### src/rtl/perf_bank_pkg.sv
package perf_bank_pkg;
  localparam int CTR_W  = 32;
  localparam int CODE_W = 10;

  localparam logic [CODE_W-1:0] EVC_SWINC = 10'h000;
  localparam logic [CODE_W-1:0] EVC_INSTR = 10'h008;
  localparam logic [CODE_W-1:0] EVC_CYCLE = 10'h011;

  localparam logic [CTR_W-1:0] TYPE_KEEP = 32'hF800_03FF;

  localparam int FLT_HYP_BIT  = 27;
  localparam int FLT_KERN_BIT = 31;
  localparam int FLT_USER_BIT = 30;

  typedef enum logic [1:0] {
    LVL_USER = 2'd0,
    LVL_KERN = 2'd1,
    LVL_HYP  = 2'd2,
    LVL_TOP  = 2'd3
  } priv_e;

  // Privilege filter decision for one type register
  function automatic logic priv_pass(input logic [1:0] lvl, input logic [CTR_W-1:0] typ);
    case (priv_e'(lvl))
      LVL_HYP:  return typ[FLT_HYP_BIT];
      LVL_KERN: return !typ[FLT_KERN_BIT];
      LVL_USER: return !typ[FLT_USER_BIT];
      default:  return 1'b1;
    endcase
  endfunction
endpackage

### src/rtl/pcb_inc_sum.sv
module pcb_inc_sum
  import perf_bank_pkg::*;
#(
  parameter int NUM_EV = 2,
  parameter int INC_W  = 8,
  parameter int SUM_W  = INC_W + $clog2(NUM_EV + 1) + 1
) (
  input  logic [NUM_EV-1:0]        ev_valid,
  input  logic [NUM_EV*CODE_W-1:0] ev_code,
  input  logic [NUM_EV*INC_W-1:0]  ev_amount,
  input  logic [CODE_W-1:0]        type_code,
  input  logic                     swinc_hit,
  output logic [SUM_W-1:0]         inc
);
  logic swinc_typed;
  assign swinc_typed = (type_code == EVC_SWINC);

  always_comb begin
    inc = '0;
    for (int k = 0; k < NUM_EV; k++) begin
      if (ev_valid[k] && ev_code[k*CODE_W +: CODE_W] == type_code && !swinc_typed)
        inc = inc + SUM_W'(ev_amount[k*INC_W +: INC_W]);
    end
    if (swinc_hit && swinc_typed)
      inc = inc + SUM_W'(1);
  end
endmodule

### src/rtl/pcb_counter_slice.sv
module pcb_counter_slice
  import perf_bank_pkg::*;
#(
  parameter int SUM_W = 10
) (
  input  logic             clk,
  input  logic             rst_n,
  input  logic             glb_en,
  input  logic             own_en,
  input  logic [1:0]       priv_lvl,
  input  logic [SUM_W-1:0] inc,
  input  logic             ld_cnt,
  input  logic             ld_type,
  input  logic [CTR_W-1:0] wr_data,
  output logic [CTR_W-1:0] ctr_q,
  output logic [CTR_W-1:0] type_q,
  output logic             ovf_set
);
  logic             cnt_ok;
  logic [CTR_W-1:0] ctr_next;

  assign cnt_ok   = glb_en && own_en && priv_pass(priv_lvl, type_q);
  assign ctr_next = ctr_q + CTR_W'(inc);
  assign ovf_set  = cnt_ok && !ld_cnt && ctr_q[CTR_W-1] && !ctr_next[CTR_W-1];

  always_ff @(posedge clk) begin
    if (!rst_n) begin
      ctr_q  <= '0;
      type_q <= '0;
    end else begin
      if (ld_cnt)
        ctr_q <= wr_data;
      else if (cnt_ok)
        ctr_q <= ctr_next;
      if (ld_type)
        type_q <= wr_data & TYPE_KEEP;
    end
  end
endmodule

### src/rtl/perf_event_bank.sv
module perf_event_bank
  import perf_bank_pkg::*;
#(
  parameter int NUM_CTR = 4,
  parameter int NUM_EV  = 2,
  parameter int INC_W   = 8,
  localparam int IDX_W  = (NUM_CTR > 1) ? $clog2(NUM_CTR) : 1,
  localparam int SUM_W  = INC_W + $clog2(NUM_EV + 1) + 1
) (
  input  logic                     clk,
  input  logic                     rst_n,
  input  logic                     glb_en,
  input  logic [NUM_CTR-1:0]       ctr_en,
  input  logic [1:0]               priv_lvl,
  input  logic [NUM_EV-1:0]        ev_valid,
  input  logic [NUM_EV*CODE_W-1:0] ev_code,
  input  logic [NUM_EV*INC_W-1:0]  ev_amount,
  input  logic                     swinc_valid,
  input  logic [NUM_CTR-1:0]       swinc_mask,
  input  logic                     wr_en,
  input  logic                     wr_is_type,
  input  logic [IDX_W-1:0]         wr_idx,
  input  logic [CTR_W-1:0]         wr_data,
  input  logic [NUM_CTR-1:0]       ovf_clr,
  output logic [NUM_CTR*CTR_W-1:0] ctr_val,
  output logic [NUM_CTR*CTR_W-1:0] ctr_type,
  output logic [NUM_CTR-1:0]       ovf_status
);
  logic [NUM_CTR-1:0] ovf_set;

  for (genvar i = 0; i < NUM_CTR; i++) begin : g_ctr
    logic [SUM_W-1:0] inc;
    logic [CTR_W-1:0] type_q;
    logic             hit_wr;

    assign hit_wr = wr_en && (wr_idx == IDX_W'(i));
    assign ctr_type[i*CTR_W +: CTR_W] = type_q;

    pcb_inc_sum #(.NUM_EV(NUM_EV), .INC_W(INC_W), .SUM_W(SUM_W)) u_sum (
      .ev_valid  (ev_valid),
      .ev_code   (ev_code),
      .ev_amount (ev_amount),
      .type_code (type_q[CODE_W-1:0]),
      .swinc_hit (swinc_valid && swinc_mask[i]),
      .inc       (inc)
    );

    pcb_counter_slice #(.SUM_W(SUM_W)) u_slice (
      .clk      (clk),
      .rst_n    (rst_n),
      .glb_en   (glb_en),
      .own_en   (ctr_en[i]),
      .priv_lvl (priv_lvl),
      .inc      (inc),
      .ld_cnt   (hit_wr && !wr_is_type),
      .ld_type  (hit_wr && wr_is_type),
      .wr_data  (wr_data),
      .ctr_q    (ctr_val[i*CTR_W +: CTR_W]),
      .type_q   (type_q),
      .ovf_set  (ovf_set[i])
    );
  end

  always_ff @(posedge clk) begin
    if (!rst_n) ovf_status <= '0;
    else        ovf_status <= (ovf_status & ~ovf_clr) | ovf_set;
  end
endmodule

### config.mk
export PLATFORM = sky130hd
export DESIGN_NAME = perf_event_bank
export DESIGN_NICKNAME = d
export VERILOG_FILES = /design/src/rtl/perf_bank_pkg.sv /design/src/rtl/pcb_inc_sum.sv /design/src/rtl/pcb_counter_slice.sv /design/src/rtl/perf_event_bank.sv
export SDC_FILE = /design/constraint.sdc
export NUM_CORES = 1
export LEC_CHECK = 0
export BUFFER_PORTS_ARGS = -buffer_cell sky130_fd_sc_hd__clkbuf_2
export CAP_MARGIN = 10
export CORE_ASPECT_RATIO = 1.2
export CORE_UTILIZATION = 55
export CTS_CLUSTER_SIZE = 12
export DETAILED_ROUTE_END_ITERATION = 10
export PLACE_DENSITY = 0.82
export SYNTH_ARGS = -nofsm -noshare
export SYNTH_HDL_FRONTEND = slang
export SYNTH_SLANG_ARGS = --single-unit
### constraint.sdc
create_clock -name clk -period 6.8 [get_ports clk]
set_clock_uncertainty 0.1 [all_clocks]
set_input_delay 1.02 -clock clk [delete_from_list [all_inputs] [get_ports clk]]
set_output_delay 1.02 -clock clk [all_outputs]
set_load 0.02 [all_outputs]
Word-level counts from Yosys, hierarchy flattened
Cells that the tools add are included.
{ "word_totals": {"output_inout_bits": 260, "input_bits": 92, "reg_bits": 192, "wordCells": 148} }
{ "op_classes": {"n_bitwise": 3, "n_eq_ne": 13, "addsub": 12, "n_reduce_logical": 87, "muxes": 24} }
{ "ops": {"columns": ["operator", "count"], "rows": [
  ["two-way mux 32 bit", 8],
  ["adder 32 x 11 -> 32 bit", 4],
  ["two-way mux 11 bit", 8],
  ["== test 10 bit", 8],
  ["logical AND 1 bit", 56],
  ["adder 11 x 1 -> 11 bit (second input constant)", 4],
  ["zero test 10 bit", 4],
  ["adder 8 x 8 -> 9 bit", 4],
  ["two-way mux 8 bit", 4],
  ["zero test 1 bit", 21],
  ["one-hot mux 1 bit (3 select lines)", 4],
  ["nonzero test 2 bit", 4],
  ["== test 2 bit (second input constant)", 3],
  ["bitwise AND 4 bit", 1],
  ["== test 2 x 1 -> 1 bit (second input constant)", 2],
  ["zero test 2 bit", 2],
  ["inverter 4 bit", 1],
  ["OR 4 bit", 1]
]} }

Depth between registers and ports, before layout
{ "logic_depth": {"word_depth": 12, "depth_mapped": 25, "depth_no_buf": 23} }

Modules after synthesis
Synthesis repeated with hierarchy kept, for this count alone.
{ "hier_totals": {"hier_cells": 1821, "area_unflattened_um2": 15248.4} }
{ "by_module_without_submodules": {"columns": ["mod", "instances", "area_each_um2", "cells_per_inst"], "rows": [
  ["pcb_counter_slice", 4, 2944.1, 345],
  ["pcb_inc_sum", 4, 809.5, 103],
  ["perf_event_bank", 1, 234.0, 29]
]} }

Worst setup path after synthesis
OpenSTA, ideal clock, no wires.
{ "synth_timing": {"path_kind": "in2reg", "from": "in ev_code[3]", "to": "reg g_ctr[2].u_slice.ctr_q[13]", "path_buffers": 2, "required_ns": 6.567, "path_stages": 25, "t_arrival_ns": 5.743, "setup_slack_ns": 0.824, "cell_sequence": "clkbuf_1 > xnor2_1 > nand4_1 > or3_1 > nor2_1 > and2_1 > ha_1 > inv_1 > fa_1 > nor2b_1 > o21ai_0 > a21boi_0 > o211ai_1 > a21o_1 > xnor2_1 > mux2_2 > ha_1 > a21o_1 > a21o_1 > a211o_1 > a31oi_1 > clkbuf_1 > nor3_1 > xnor2_1 > a21oi_1"} }
{ "synth_between": {"elab_chain_len": 11} }
{ "synth_rtl": {"columns": ["element", "line_no", "source"], "rows": [
  ["from (decl)", "perf_event_bank.sv:16", "input logic [NUM_EV*CODE_W-1:0] ev_code,"],
  ["== test 10 bit (*)", "pcb_inc_sum.sv:21", "if (ev_valid[k] && ev_code[k*CODE_W +: CODE_W] == type_code && !swinc_typed)"],
  ["logical AND 1 bit (*) (2 in a row)", "pcb_inc_sum.sv:21", null],
  ["two-way mux 8 bit (*)", "pcb_inc_sum.sv:21", null],
  ["adder 8 x 8 -> 9 bit", "pcb_inc_sum.sv:22", "inc = inc + SUM_W'(ev_amount[k*INC_W +: INC_W]);"],
  ["two-way mux 11 bit (*)", "pcb_inc_sum.sv:21", null],
  ["adder 11 x 1 -> 11 bit", "pcb_inc_sum.sv:25", "inc = inc + SUM_W'(1);"],
  ["two-way mux 11 bit (*)", "pcb_inc_sum.sv:24", "if (swinc_hit && swinc_typed)"],
  ["adder 32 x 11 -> 32 bit (*)", "pcb_counter_slice.sv:23", "assign ctr_next = ctr_q + CTR_W'(inc);"],
  ["two-way mux 32 bit (*)", "pcb_counter_slice.sv:33", "else if (cnt_ok)"],
  ["two-way mux 32 bit (*)", "pcb_counter_slice.sv:31", "if (ld_cnt)"],
  ["to (signal assigned)", "pcb_counter_slice.sv:32", "ctr_q <= wr_data;"],
  ["to (signal assigned)", "pcb_counter_slice.sv:34", "ctr_q <= ctr_next;"],
  ["to (decl)", "pcb_counter_slice.sv:15", "output logic [CTR_W-1:0] ctr_q,"]
]} }
Mark *: on every way between the ends. The rest lies on a longest branch, timed or not. The select of a mux whose other input is x is not followed.
A chain may end at the register's enable or synchronous reset.

Final worst setup path
{ "layout_timing": {"from": "in ev_code[1]", "to": "reg g_ctr[0].u_slice.ctr_q[21]"} }
{ "layout_between": {"elab_chain_len": 11} }
{ "layout_rtl": {"columns": ["element", "line_no"], "rows": [
  ["== test 10 bit (*)", "pcb_inc_sum.sv:21"],
  ["logical AND 1 bit (*) (2 in a row)", "pcb_inc_sum.sv:21"],
  ["two-way mux 8 bit (*)", "pcb_inc_sum.sv:21"],
  ["adder 8 x 8 -> 9 bit", "pcb_inc_sum.sv:22"],
  ["two-way mux 11 bit (*)", "pcb_inc_sum.sv:21"],
  ["adder 11 x 1 -> 11 bit", "pcb_inc_sum.sv:25"],
  ["two-way mux 11 bit (*)", "pcb_inc_sum.sv:24"],
  ["adder 32 x 11 -> 32 bit (*)", "pcb_counter_slice.sv:23"],
  ["two-way mux 32 bit (*)", "pcb_counter_slice.sv:33"],
  ["two-way mux 32 bit (*)", "pcb_counter_slice.sv:31"],
  ["to (signal assigned)", "pcb_counter_slice.sv:32"],
  ["to (signal assigned)", "pcb_counter_slice.sv:34"],
  ["to (decl)", "pcb_counter_slice.sv:15"]
]} }
Marked as above.

==> reports/summary.txt <==
status: finished, final reports clean
routed wl met3: 3417 um
Hold Crit Depth: 2
final antenna-violating net count: 0
post-synthesis instance area: 0.01396 mm2
drt via density: 6.021
Post-synth EDFFs: 0
Critical Path RT: 6.99 ns
Async SR Flop Fraction: 0
fin crit period: 6.111 ns
synthesis-to-finish area growth: 14.00%
Syn Inst Count: 1805
Peak VDD IR: 0.0001450 V
clk buf depth: 2
TritonCTS clock tree: yes
top sig layer: met5
worst hold path endpoint: g_ctr[0].u_slice.type_q[28]
worst skew pair latency: 0.45 ns
# fillers: 2206
FF+latch count, synth: 192
Detailed Routing Iterations Pass 1: 5
share of cells above drive strength 1: 0.1883
Worst Min Path Start: g_ctr[0].u_slice.type_q[28]
Worst-Margin Slew: 1.136 ns
die area: 0.02603 mm2
total routed wirelength: 46060 um
Leakage Power: 6.558 nW
initial antenna violation count: 1
crit path kind: in -> reg
sequential power share: 0.449
Layout Nets: 2195
RSZ-0062 raised after global routing: no
Sw Ratio: 0.2980
htree depth: 4
max cap viols: 0
DRT met1 WL: 18320 um
Worst path max stage delay: 0.60 ns
Congestion Overflow GR: 0
post-synthesis sequential area ratio: 0.2753
Yosys warning count: 0
placed insts: 2328
Final period util: 0.8986
Die H: 176.5 um
initial drt markers: 1103
via count: 14200
reg2reg path depth: 25
GP Congestion: 0.9664
Layout Cells excl Fill: 2359
largest net degree at the start of global routing: 91
Setup violations, final: 0
# clock sinks: 192
max frequency: 163.6 MHz
I/O pin cnt: 352
total CTS buffers: 17
RR Startpoint: g_ctr[0].u_slice.type_q[7]
average size of a mapped cell: 7.735 um2
Final Hold Viols: 0
Synth cell types: 67
Pins Over Slew Limit: 0
Max-slew headroom: 0.2354
Synth Flop Type: dfxtp_1
PortBufs: 283
CP most frequent cell: xnor2_1
DRC Markers: 0
# rows: 63
vias in the first global route: 13140
routed wl met2: 21760 um
die width: 147.4 um
Avg WL per Cell: 19.53 um
DPL Wire Length: 35000 um
RR Endpoint: g_ctr[0].u_slice.ctr_q[21]
post_cts resized: 0
CP max stage cell: a2111oi_0
Initial Util: 0.5623
cts-stage hold buffer count: 0
Worst Setup End Kind: register
GRT Total Usage: 0.3478
Pint: 1.898 mW
Ant. Diodes: 0
Arr. time, crit path: 6.30 ns
first-pass GRT wire length: 70820 um
Comb pwr share: 0.167
Core Area: 0.02483 mm2
Power Dens Cells: 169.8 mW/mm2
R2R Setup Slk: 0.83 ns
CTS Root Cell: clkbuf_16
reported net switching power: 0.8055 mW
worst-path fanout max: 8
TNS Setup: 0 ns
CP Launch Type: primary input
clock-pin slew on the worst setup and hold paths: 0.07 ns
Clock power frac: 0.384
worst hold path class: reg -> reg
Post-CTS Setup Inserts: 0
critical path, delay by kind of cell:
family | cells | cell delay [ns]
AO/OA/AOI/OAI | 8 | 1.85
AND/OR/NAND/NOR | 7 | 1.32
adder cells (fa/ha/maj) | 3 | 0.95
XOR/XNOR | 3 | 0.48
buffers and inverters | 3 | 0.37
multiplexers | 1 | 0.30
logic make-up after synthesis:
logic type               synth area share
AO/OA/AOI/OAI                      0.2016
buffers and inverters             0.07904
adder cells (fa/ha/maj)           0.07680
flip-flops                         0.2753
other                           0.0002686
multiplexers                      0.02778
AND/OR/NAND/NOR                    0.2100
XOR/XNOR                           0.1292
area by class of cell:
cell class              count  area [um2]  share of cell area
multi-input cells        1459        9300              0.5843
flip-flops and latches    192        3844              0.2415
repair buffers            306        1593              0.1001
clock buffers              22       494.2             0.03105
well taps                 325       406.6             0.02555
inverters                  47       176.4             0.01108
clock inverters             8       102.6            0.006446
through the flow:
step / utilization / hold slack (ns) / setup slack, ns / power, mW / cell area, um2
floorplan: - / 0.4345 / 0.8241 / 1.550 / 14230
global placement: 0.6165 / 0.3471 / 0.5057 / 1.673 / 15310
detailed placement: 0.6165 / 0.3498 / 0.3097 / 1.681 / 15310
CTS: 0.6406 / 0.3587 / 0.7570 / 2.699 / 15910
global route: 0.6410 / 0.3778 / 0.1843 / 2.789 / 15920
finish: 0.6410 / 0.3548 / 0.6893 / 2.703 / 15920
registers in the layout, summed over array words and instances (netlist names):
name and cells:
g_ctr.u_slice.type_q 60, g_ctr.u_slice.ctr_q 128, ovf_status 4
worst max path at each step:
stage | start | endpoint | depth (start not counted)
after global placement | ev_code[3] | g_ctr[2].u_slice.ctr_q[31] | 25
after global routing | ev_code[8] | g_ctr[0].u_slice.ctr_q[21] | 25
after CTS | ev_code[1] | g_ctr[1].u_slice.ctr_q[25] | 23
final | ev_code[1] | g_ctr[0].u_slice.ctr_q[21] | 25
after floorplan | ev_code[3] | g_ctr[2].u_slice.ctr_q[13] | 25
after detailed placement | ev_code[1] | g_ctr[1].u_slice.ctr_q[25] | 23
layer usage:
metal,up-vias,GRT usage
met5,-,0
met4,2,0.2040
met3,152,0.06021
met2,707,0.5710
met1,6681,0.4272
li1,6661,-
power by group through the flow:
stage	sequential (mW)	clock, mW	combinational (mW)
floorplan	1.27	0	0.283
global placement	1.24	0	0.437
detailed placement	1.24	0	0.444
CTS	1.21	1.04	0.447
global route	1.22	1.08	0.489
finish	1.21	1.04	0.453
cell usage after synthesis, types with 7 or more instances:
cell type / number / area [um2]
nor2_1: 73 / 274.0
ha_1: 72 / 900.9
nor4_2: 7 / 87.58
nor3_1: 36 / 180.2
xor2_1: 34 / 297.8
or4_1: 8 / 60.06
clkbuf_1: 103 / 386.6
a21o_1: 35 / 262.8
and2_1: 27 / 168.9
mux2_2: 22 / 247.7
nor4_1: 17 / 106.4
nand2_1: 225 / 844.6
fa_1: 8 / 160.2
mux2i_1: 14 / 140.1
o211ai_1: 7 / 52.55
o21ai_0: 123 / 615.6
nand2b_1: 24 / 150.1
or3_1: 16 / 100.1
nand4_1: 46 / 287.8
and3_1: 14 / 87.58
a31oi_1: 14 / 87.58
nand3_1: 50 / 250.2
dfxtp_1: 192 / 3844
a211oi_1: 34 / 255.2
o21bai_1: 8 / 60.06
nor2b_1: 13 / 81.33
a311oi_1: 17 / 148.9
a21oi_1: 187 / 935.9
inv_1: 46 / 172.7
buf_4: 68 / 510.5
o21ai_1: 16 / 80.08
xnor2_1: 172 / 1506
placed cells by master, fill, tap and decap left out, types with 16 or more instances in the layout:
cell type and instances:
nand2_1 225, a311oi_1 17, inv_1 45, nor3_1 36, nand2b_1 24, mux2_2 22, ha_1 72, xnor2_1 172
o21ai_1 16, nand4_1 46, buf_4 22, xor2_1 34, clkbuf_16 17, dfxtp_1 192, a211oi_1 34, o21ai_0 123
a21oi_1 187, a21o_1 35, nor4_1 16, and2_1 27, nor2_1 73, clkbuf_2 283, conb_1 72, nand3_1 48
Power figures use the tool's default switching activity.
